**src/rtl/rcf_pkg.sv**
```systemverilog
package rcf_pkg;
  localparam int REG_W     = 16;
  localparam int B_WAKE    = 15;
  localparam int B_HISV    = 13;
  localparam int B_LOSV    = 12;
  localparam int B_SWPOR   = 10;
  localparam int B_PIN     = 9;
  localparam int B_SWBOR   = 8;
  localparam logic [REG_W-1:0] IMPL_MASK =
    (REG_W'(1) << B_WAKE)  | (REG_W'(1) << B_HISV) | (REG_W'(1) << B_LOSV) |
    (REG_W'(1) << B_SWPOR) | (REG_W'(1) << B_PIN)  | (REG_W'(1) << B_SWBOR);
  localparam logic [REG_W-1:0] RSVD_MASK = ~IMPL_MASK;
endpackage

```
**src/rtl/rcf_source_qual.sv**
```systemverilog
module rcf_source_qual
  import rcf_pkg::*;
(
  input  logic             ev_swpor,
  input  logic             ev_swbor,
  input  logic             ev_pin,
  input  logic             ev_wake,
  input  logic             main_below_hi,
  input  logic             main_below_bor,
  input  logic             core_below,
  input  logic             hi_sv_en,
  output logic [REG_W-1:0] set_vec,
  output logic [REG_W-1:0] kill_vec
);
  logic main_fail;

  always_comb begin
    main_fail = main_below_bor | (main_below_hi & hi_sv_en);
    set_vec = '0;
    set_vec[B_SWPOR] = ev_swpor;
    set_vec[B_SWBOR] = ev_swbor;
    set_vec[B_PIN]   = ev_pin;
    set_vec[B_HISV]  = hi_sv_en & main_below_hi & ~main_below_bor;
    set_vec[B_LOSV]  = core_below & ~main_below_hi;
    set_vec[B_WAKE]  = ev_wake & ~main_fail;
    kill_vec = '0;
    kill_vec[B_WAKE] = main_fail;
  end
endmodule

```
**src/rtl/rcf_flag_bank.sv**
```systemverilog
module rcf_flag_bank
  import rcf_pkg::*;
(
  input  logic             clk,
  input  logic             por,
  input  logic [REG_W-1:0] set_vec,
  input  logic [REG_W-1:0] kill_vec,
  input  logic             wr_en,
  input  logic [REG_W-1:0] wr_data,
  input  logic             vec_fetch,
  output logic [REG_W-1:0] flags
);
  logic [REG_W-1:0] clr_vec;
  logic [REG_W-1:0] nxt;

  always_comb begin
    clr_vec = ({REG_W{wr_en}} & ~wr_data) | {REG_W{vec_fetch}};
    nxt = ((flags & ~clr_vec) | set_vec) & ~kill_vec & IMPL_MASK;
  end

  always_ff @(posedge clk) begin
    if (por) flags <= '0;
    else     flags <= nxt;
  end
endmodule

```
**src/rtl/rcf_read_port.sv**
```systemverilog
module rcf_read_port
  import rcf_pkg::*;
(
  input  logic             clk,
  input  logic             por,
  input  logic             rd_en,
  input  logic [REG_W-1:0] flags,
  output logic [REG_W-1:0] rd_data
);
  always_ff @(posedge clk) begin
    if (por)        rd_data <= '0;
    else if (rd_en) rd_data <= flags & IMPL_MASK;
  end
endmodule

```
**src/rtl/rst_cause_reg.sv**
```systemverilog
module rst_cause_reg
  import rcf_pkg::*;
(
  input  logic             clk,
  input  logic             por,
  input  logic             ev_swpor,
  input  logic             ev_swbor,
  input  logic             ev_pin,
  input  logic             ev_wake,
  input  logic             main_below_hi,
  input  logic             main_below_bor,
  input  logic             core_below,
  input  logic             hi_sv_en,
  input  logic             wr_en,
  input  logic [REG_W-1:0] wr_data,
  input  logic             rd_en,
  output logic [REG_W-1:0] rd_data,
  input  logic             vec_fetch
);
  logic [REG_W-1:0] set_vec;
  logic [REG_W-1:0] kill_vec;
  logic [REG_W-1:0] flags;

  rcf_source_qual u_qual (
    .ev_swpor(ev_swpor), .ev_swbor(ev_swbor), .ev_pin(ev_pin), .ev_wake(ev_wake),
    .main_below_hi(main_below_hi), .main_below_bor(main_below_bor),
    .core_below(core_below), .hi_sv_en(hi_sv_en),
    .set_vec(set_vec), .kill_vec(kill_vec)
  );

  rcf_flag_bank u_bank (
    .clk(clk), .por(por), .set_vec(set_vec), .kill_vec(kill_vec),
    .wr_en(wr_en), .wr_data(wr_data), .vec_fetch(vec_fetch), .flags(flags)
  );

  rcf_read_port u_rd (
    .clk(clk), .por(por), .rd_en(rd_en), .flags(flags), .rd_data(rd_data)
  );

  a_r1_por_init: assert property (@(posedge clk) por |=> (flags == '0));
  a_r2_reserved_zero: assert property (@(posedge clk) disable iff (por)
    (rd_data & RSVD_MASK) == '0);
  a_r8_vec_clears: assert property (@(posedge clk) disable iff (por)
    (vec_fetch && set_vec == '0) |=> (flags == '0));
  a_r9_set_wins: assert property (@(posedge clk) disable iff (por)
    (set_vec != '0) |=> ((flags & $past(set_vec)) == $past(set_vec)));
  a_r10_wake_kill: assert property (@(posedge clk) disable iff (por)
    kill_vec[B_WAKE] |=> !flags[B_WAKE]);
  a_r11_rd_hold: assert property (@(posedge clk) disable iff (por)
    !rd_en |=> $stable(rd_data));
  a_r11_rd_image: assert property (@(posedge clk) disable iff (por)
    rd_en |=> (rd_data == $past(flags)));
endmodule

```
**config.mk**
```make
export PLATFORM = sky130hd
export DESIGN_NAME = rst_cause_reg
export DESIGN_NICKNAME = d
export VERILOG_FILES = /design/src/rtl/rcf_pkg.sv /design/src/rtl/rcf_source_qual.sv /design/src/rtl/rcf_flag_bank.sv /design/src/rtl/rcf_read_port.sv /design/src/rtl/rst_cause_reg.sv
export SDC_FILE = /design/constraint.sdc
export NUM_CORES = 1
export LEC_CHECK = 0
export BUFFER_PORTS_ARGS = -buffer_cell sky130_fd_sc_hd__buf_2
export CELL_PAD_IN_SITES_DETAIL_PLACEMENT = 0
export CELL_PAD_IN_SITES_GLOBAL_PLACEMENT = 1
export CORE_ASPECT_RATIO = 0.8
export CORE_MARGIN = 5
export CORE_UTILIZATION = 26
export DETAILED_ROUTE_END_ITERATION = 8
export PLACE_DENSITY = 0.9
export SYNTH_ARGS = -nofsm -noshare
export SYNTH_HDL_FRONTEND = slang
export SYNTH_SLANG_ARGS = --single-unit
```
**constraint.sdc**
```tcl
create_clock -name clk -period 2.3 [get_ports clk]
set_input_delay 0.23 -clock clk [delete_from_list [all_inputs] [get_ports clk]]
set_output_delay 0.23 -clock clk [all_outputs]
set_load 0.01 [all_outputs]
```
==> results of run 1 <==
[where the power goes]
part           switching, mW  total [mW]  internal [mW]
logic                 0.0313      0.0553         0.0239
registers            0.00439       0.221          0.217
clock network         0.0663       0.162         0.0961
[cells by family after synthesis]
kind of cell	after synthesis	share of synthesized area
DFF	12	0.4476
and+or+nand+nor	14	0.1165
other	1	0.006986
AOI/OAI and AO/OA	10	0.1375
buffers and inverters	15	0.1795
muxes	6	0.1119
[final timing paths]
check / startpoint / to / slack [ps] / depth (start not counted)
worst min-delay path: main_below_bor / u_bank.flags[15] / 130 / 2
worst max register to register: u_bank.flags[15] / u_bank.flags[15] / 1470 / 2
worst max-delay path: u_rd.rd_data[10] / rd_data[10] / 1330 / 1
worst min register to register: u_rd.rd_data[13] / u_rd.rd_data[13] / 490 / 2
[flip-flops by register name (all words and copies together), names as in the netlist]
name / cells
u_rd.rd_data: 6
u_bank.flags: 6
[routing by layer]
layer  GRT usage  up-vias
li1            -      223
met1      0.1017      184
met3     0.05641        2
met5           0        -
met2      0.1085       22
met4     0.03249        0
[area by class of cell]
type | count | area, um^2 | area share
clock buffers | 4 | 36.28 | 0.05400
repair buffers | 24 | 120.1 | 0.1788
flip-flops and latches | 12 | 240.2 | 0.3575
well taps | 24 | 30.03 | 0.04469
multi-input cells | 40 | 234.0 | 0.3482
inverters | 3 | 11.26 | 0.01676
[layout by cell type, fill, tap and decap left out]
cell / synthesis / layout
clkbuf_8: 0 / 1
a21oi_1: 2 / 2
inv_2: 1 / 1
a2111oi_2: 1 / 1
nand2_1: 1 / 1
inv_1: 2 / 2
buf_2: 2 / 24
clkbuf_4: 0 / 3
nor2_1: 9 / 9
dfxtp_1: 12 / 12
a31oi_1: 3 / 3
mux2i_1: 6 / 6
o31ai_1: 1 / 1
nand2b_1: 4 / 4
o211ai_1: 3 / 3
conb_1: 1 / 10
==> impl_metrics.ini, run 1 <==
[outcome]
outcome = finished, final reports clean

[pwr]
total_leakage_power_nw = 0.3435
pwr_density_cell_nw_per_um2 = 653.3
vdd.ir_drop.worst_mv = 0.3473
report.power.total_mw = 0.4389

[clocking]
clockBufferDepth = 2
root_buffer = clkbuf_4
post_cts.resized_instances = 0
tritoncts_num_sinks = 12
clk_pin_slew_worst_paths_ps = 70
clkLatencyLatePin_ps = 270
cts_buffers = 3
postCtsSetupRepairBufs = 0
clock_tree.htree_level_count = 1
cts_tree = yes
postCtsHoldBufs = 0

[synthesis]
synth_top_area_share = 0.4476
synth_seq_area_share = 0.4476
netlist_area_um2 = 536.8
seq_cells_post_synth = 12
synthArstFlopShare = 0
synth_top_cells_by_count = dfxtp_1 (12), buf_4 (10), nor2_1 (9)
synth.lib_cells_used.distinct = 15
synth_warnings = 0
postSynthAreaPerCell_um2 = 9.255
synth.most_common_cell = dfxtp_1
synth_cells = 58
netlist_top_cells_area = dfxtp_1 (45%), buf_4 (14%), mux2i_1 (11%)
synth_edf_count = 0
cell_type_contributing_the_most_total_cell_area_after_synthesis = dfxtp_1
ys_dominant_reg_cell = dfxtp_1

[floorplan]
boundaryPins = 45
core_um2 = 1927
initial_util = 0.2786
die-height_um = 50.64
fp.dieArea_um2 = 3079
row_count = 14
chipWidth_um = 60.80

[critical_path]
critical_path.startpoint_type = flip-flop
critical_path_required_ps = 2070
cp_slowest_cell = dfxtp_1
crit_path_cell_trace = buf_2
arrival_worst_endpoint_ps = 740
crit_family = flip-flops
worst-path-buf-inv = 1
stage_delay_of_the_slowest_cell_on_the_critical_path_ps = 340
worstSetupPathType = flip-flop to primary output
end_kind = primary output
largest_fanout_of_any_net_on_the_critical_path = 2

[job]
max_cap_viol_count = 0

[sta]
final-max-slew-violation-count = 0
min_period_over_period = 0.4198
grt_setup_unrepaired = false
worst_slack_ps = 1334
fin_setup_tns_ps = 0
layout_skew_ps = 1.563
hold_viol_final = 0
min_period_ps = 965.6
timing.fmax_mhz = 1036
hold_slack_ps = 134.3
setup_violations_final = 0

[routing]
routed_wire_length_per_instance_um = 10.79
post-route-drc-count = 0
drtPass1Iterations = 2
met2_wirelength_um = 486
m1WireLength_um = 542
detailedRoute.firstIterationViolations = 5
detail-route-antenna-nets = 0
vias = 431
postRouteWirelength_um = 1154
drt-vias-per-instance = 4.028
met3WireLength_um = 117
top_layer = met4

[global_route]
overflow = 0
grt_pass1_wl_um = 1752
grt_pass1_vias = 392
gr-usage-all-layers = 0.08179
antenna_found_initial = 0
grt_start_max_net_pins = 14

[hold_path]
worst_hold_path_type = input port to flip-flop

[placement]
post_placement_setup_slack_ps = 1325
post-place-cells = 103
io_buffer_count = 24
globalplace.congestion = 0.6606
postPlaceCellArea_um2 = 635.6

[layout]
fillCellCount = 217
end_of_flow_core_utilization = 0.3487
final_area_um2 = 671.9
final_cells = 107
areaGrowthSynthToFinish_pct = 25.17
num_antenna_cells = 0
post_route_cells_drive_above_1_share = 0.3614
num-nets-final = 113
Power figures use the tool's default switching activity.
==> inputs of run 2 (changes only) <==
CORE_UTILIZATION = 24   (was 26)
PLACE_DENSITY = 0.85   (was 0.9)
clock period = 0.9 ns   (was 2.3 ns; I/O delays follow)
==> impl_metrics.ini, run 2 (synthesized netlist as in run 1, its figures left out) <==
[sta]
hold_viol_final = 0
worst_slack_ps = 58.83
fin_setup_tns_ps = 0
min_period_over_period = 0.9346
grt_setup_unrepaired = false
layout_skew_ps = 1.780
setup_violations_final = 0
final-max-slew-violation-count = 0
min_period_ps = 841.2
timing.fmax_mhz = 1189
hold_slack_ps = 16.07

[critical_path]
crit_family = flip-flops
worst-path-buf-inv = 1
crit_path_cell_trace = buf_2
largest_fanout_of_any_net_on_the_critical_path = 2
worstSetupPathType = flip-flop to primary output
cp_slowest_cell = dfxtp_1
critical_path.startpoint_type = flip-flop
arrival_worst_endpoint_ps = 750
critical_path_required_ps = 810
stage_delay_of_the_slowest_cell_on_the_critical_path_ps = 340
end_kind = primary output

[floorplan]
die-height_um = 52.30
core_um2 = 2140
boundaryPins = 45
chipWidth_um = 62.88
initial_util = 0.2509
fp.dieArea_um2 = 3288
row_count = 15

[global_route]
grt_start_max_net_pins = 14
grt_pass1_wl_um = 1759
overflow = 0
gr-usage-all-layers = 0.07113
antenna_found_initial = 0
grt_pass1_vias = 442

[routing]
m1WireLength_um = 510
postRouteWirelength_um = 1187
top_layer = met4
post-route-drc-count = 0
met2_wirelength_um = 530
detailedRoute.firstIterationViolations = 11
vias = 452
drtPass1Iterations = 4
drt-vias-per-instance = 4.109
met3WireLength_um = 138
routed_wire_length_per_instance_um = 10.79
detail-route-antenna-nets = 0

[hold_path]
worst_hold_path_type = input port to flip-flop

[pwr]
power.share.switching = 0.2372
p_clk_frac = 0.373
total_leakage_power_nw = 0.3525
power.net_switching_mw = 0.2695
vdd.ir_drop.worst_mv = 0.6085
share_comb_of_total_power = 0.130
pwr_density_cell_nw_per_um2 = 1645
report.power.total_mw = 1.136
power_report.internal_total_mw = 0.8669
power_frac_seq = 0.498

[clocking]
clock_tree.htree_level_count = 1
clk_pin_slew_worst_paths_ps = 70
root_buffer = clkbuf_4
clockBufferDepth = 2
cts_buffers = 3
tritoncts_num_sinks = 12
cts_tree = yes
clkLatencyLatePin_ps = 270
postCtsSetupRepairBufs = 0

[outcome]
outcome = finished, final reports clean

[layout]
num_antenna_cells = 0
largest_registers = u_bank.flags: 6 flops, u_rd.rd_data: 6 flops
areaGrowthSynthToFinish_pct = 28.67
num-nets-final = 115
mostFrequentLayoutCells = buf_2 (24), dfxtp_1 (12), conb_1 (10)
fillCellCount = 236
final_cells = 110
post_route_cells_drive_above_1_share = 0.3647
most_common_cell_after_layout_fill_and_taps_aside = buf_2

[placement]
io_buffer_count = 24
post_placement_setup_slack_ps = 80.37
post-place-cells = 105
globalplace.congestion = 0.6807

[job]
max_cap_viol_count = 0
[run 2: cell count changes in the layout (fill, tap and decap cells not counted), sizes merged]
cell,delta
dlygate4sd3,+1
buf,+1
[run 2: metrics by stage]
stage	util	cell area [um^2]
after floorplan	-	570.5
after global placement	0.3012	644.4
after detailed placement	0.3012	644.4
after CTS	0.3228	690.7
after global routing	0.3228	690.7
final	0.3228	690.7
[run 2: layer usage]
| metal | GRT usage | vias up |
|---|---|---|
| met3 | 0.04721 | 2 |
| met5 | 0 | - |
| met2 | 0.1092 | 21 |
| li1 | - | 228 |
| met4 | 0.02473 | 0 |
| met1 | 0.07881 | 201 |
[run 2: area by class of cell]
| class | instances | area (um^2) | share of cell area |
|---|---|---|---|
| tap | 25 | 31.28 | 0.04529 |
| sequential | 12 | 240.2 | 0.3478 |
| clock buffer | 4 | 36.28 | 0.05254 |
| multi-input combinational | 40 | 234.0 | 0.3388 |
| timing repair buffer | 26 | 137.6 | 0.1993 |
| inverter | 3 | 11.26 | 0.01630 |
[run 2: power groups by stage]
stage | sequential (mW) | combinational, mW | clock, mW
after floorplan | 0.581 | 0.107 | 0
after global placement | 0.577 | 0.143 | 0
after detailed placement | 0.578 | 0.145 | 0
after CTS | 0.566 | 0.149 | 0.436
after global routing | 0.568 | 0.166 | 0.456
final | 0.566 | 0.148 | 0.423
[run 2: final timing paths]
path	start	end	slack [ps]	cells after the start
worst max-delay path	u_rd.rd_data[9]	rd_data[9]	60	1
worst max register to register	u_bank.flags[15]	u_bank.flags[15]	70	2
worst min-delay path	hi_sv_en	u_bank.flags[15]	20	2
worst min register to register	u_rd.rd_data[8]	u_rd.rd_data[8]	490	2
[run 2: repair_timing]
| item | CTS | global route |
|---|---|---|
| setup endpoints to repair | 0 | 0 |
| gates resized for setup | 0 | 0 |
| hold buffers | 1 | 0 |
| endpoints found under the hold margin | 1 | 0 |
==> inputs of run 3 (changes only) <==
==> constraint.sdc (replaced) <==
create_clock -name clk -period 0.9 [get_ports clk]
set_input_delay 0.045 -clock clk [delete_from_list [all_inputs] [get_ports clk]]
set_output_delay 0.045 -clock clk [all_outputs]
set_load 0.01 [all_outputs]
==> impl_metrics.ini, run 3 (synthesized netlist as in run 1, its figures left out) <==
[outcome]
outcome = finished, final reports clean

[global_route]
grt_start_max_net_pins = 14
overflow = 0
antenna_found_initial = 0
gr-usage-all-layers = 0.07618
grt_pass1_wl_um = 1897
grt_pass1_vias = 463

[critical_path]
setup.reg_to_reg.worst_slack_ps = 50
r2r_start = u_bank.flags[15]
worstSetupEndpoint = u_bank.flags[15]
end_kind = flip-flop
worstRegToRegCells = 2
critical_path_required_ps = 1070
largest_fanout_of_any_net_on_the_critical_path = 2
arrival_worst_endpoint_ps = 1050
worstSetupPathType = input port to flip-flop
critical_path.startpoint_type = input port
timing.critical_path.from = hi_sv_en
r2r_end = u_bank.flags[15]

[clocking]
clock_tree.htree_level_count = 1
root_buffer = clkbuf_4
cts_buffers = 3
tritoncts_num_sinks = 12
postCtsSetupRepairBufs = 0
cts_tree = yes
clockBufferDepth = 2
clk_pin_slew_worst_paths_ps = 70
clkLatencyLatePin_ps = 270

[routing]
post-route-drc-count = 0
detailedRoute.firstIterationViolations = 8
vias = 467
postRouteWirelength_um = 1237
drt-vias-per-instance = 4.096
detail-route-antenna-nets = 0
drtPass1Iterations = 4
routed_wire_length_per_instance_um = 10.85

[sta]
hold_slack_ps = 24.46
fin_setup_tns_ps = 0
min_period_ps = 884.3
grt_setup_unrepaired = false
timing.fmax_mhz = 1131
layout_skew_ps = 3.097
setup_violations_final = 0
final-max-slew-violation-count = 0
min_period_over_period = 0.9825
hold_viol_final = 0

[floorplan]
boundaryPins = 45
initial_util = 0.2509
core_um2 = 2140
die-height_um = 52.30
fp.dieArea_um2 = 3288
row_count = 15
chipWidth_um = 62.88

[layout]
mostFrequentLayoutCells = buf_2 (24), dfxtp_1 (12), conb_1 (10)
largest_registers = u_bank.flags: 6 flops, u_rd.rd_data: 6 flops
post_route_cells_drive_above_1_share = 0.3371
final_area_um2 = 733.2
areaGrowthSynthToFinish_pct = 36.60
num_antenna_cells = 0
num-nets-final = 119
most_common_cell_after_layout_fill_and_taps_aside = buf_2

[hold_path]
worst_hold_path_type = input port to flip-flop
hold_start = wr_data[13]

[pwr]
vdd.ir_drop.worst_mv = 0.6100
total_leakage_power_nw = 0.3686
pwr_density_cell_nw_per_um2 = 1560

[placement]
postPlaceCellArea_um2 = 636.9
globalplace.congestion = 0.6688
io_buffer_count = 24

[job]
max_cap_viol_count = 0
run 3: changes by cell type in the layout (fill, tap and decap cells not counted):
cell	previous run	this run
dlygate4sd3_1	1	6
buf_4	1	0
run 3: what timing repair did:
| item | CTS | global route |
|---|---|---|
| gates resized for setup | 0 | 0 |
| hold buffers | 6 | 0 |
| setup endpoints to repair | 0 | 0 |
| endpoints found under the hold margin | 5 | 0 |
run 3: how the worst min path moves through the flow:
stage	endpoint	slack, ps	cells past startpoint
2_1_floorplan	u_bank.flags[15]	110	1
3_3_place_gp	u_bank.flags[15]	230	2
3_5_place_dp	u_bank.flags[15]	230	2
4_1_cts	u_bank.flags[13]	10	3
5_1_grt	u_bank.flags[13]	30	3
6_report	u_bank.flags[13]	20	3
run 3: cell type report:
cell class	instances	area [um^2]
Fill cell	234	1406
Sequential cell	12	240.2
Multi-Input combinational cell	40	234.0
Timing Repair Buffer	30	180.2
Tap cell	25	31.28
Clock buffer	4	36.28
Inverter	3	11.26
run 3: report_power, final:
| group | switching [mW] | internal (mW) |
|---|---|---|
| Sequential | 0.0113 | 0.554 |
| Clock | 0.171 | 0.246 |
| Combinational | 0.0832 | 0.0782 |
run 3: routing by layer:
metal / wire, um / track usage
met5: 0 / 0
met4: 8 / 0.02827
met3: 147 / 0.05579
met2: 571 / 0.1229
met1: 509 / 0.07613
run 3: stage by stage:
| step | power [mW] | setup slack (ps) | cells | util |
|---|---|---|---|---|
| finish | 1.144 | 15.73 | 114 | 0.3427 |
| global route | 1.213 | 4.914 | 114 | 0.3427 |
| global placement | 0.7163 | 63.61 | 104 | 0.2977 |
| CTS | 1.168 | 28.10 | 114 | 0.3427 |
| detailed placement | 0.7195 | 63.39 | 104 | 0.2977 |
| floorplan | 0.6875 | 117.4 | 67 | - |
run 3: worst max-delay path: stages:
cell,delay [ps]
dlygate4sd3_1,540
buf_2,130
a2111oi_2,340
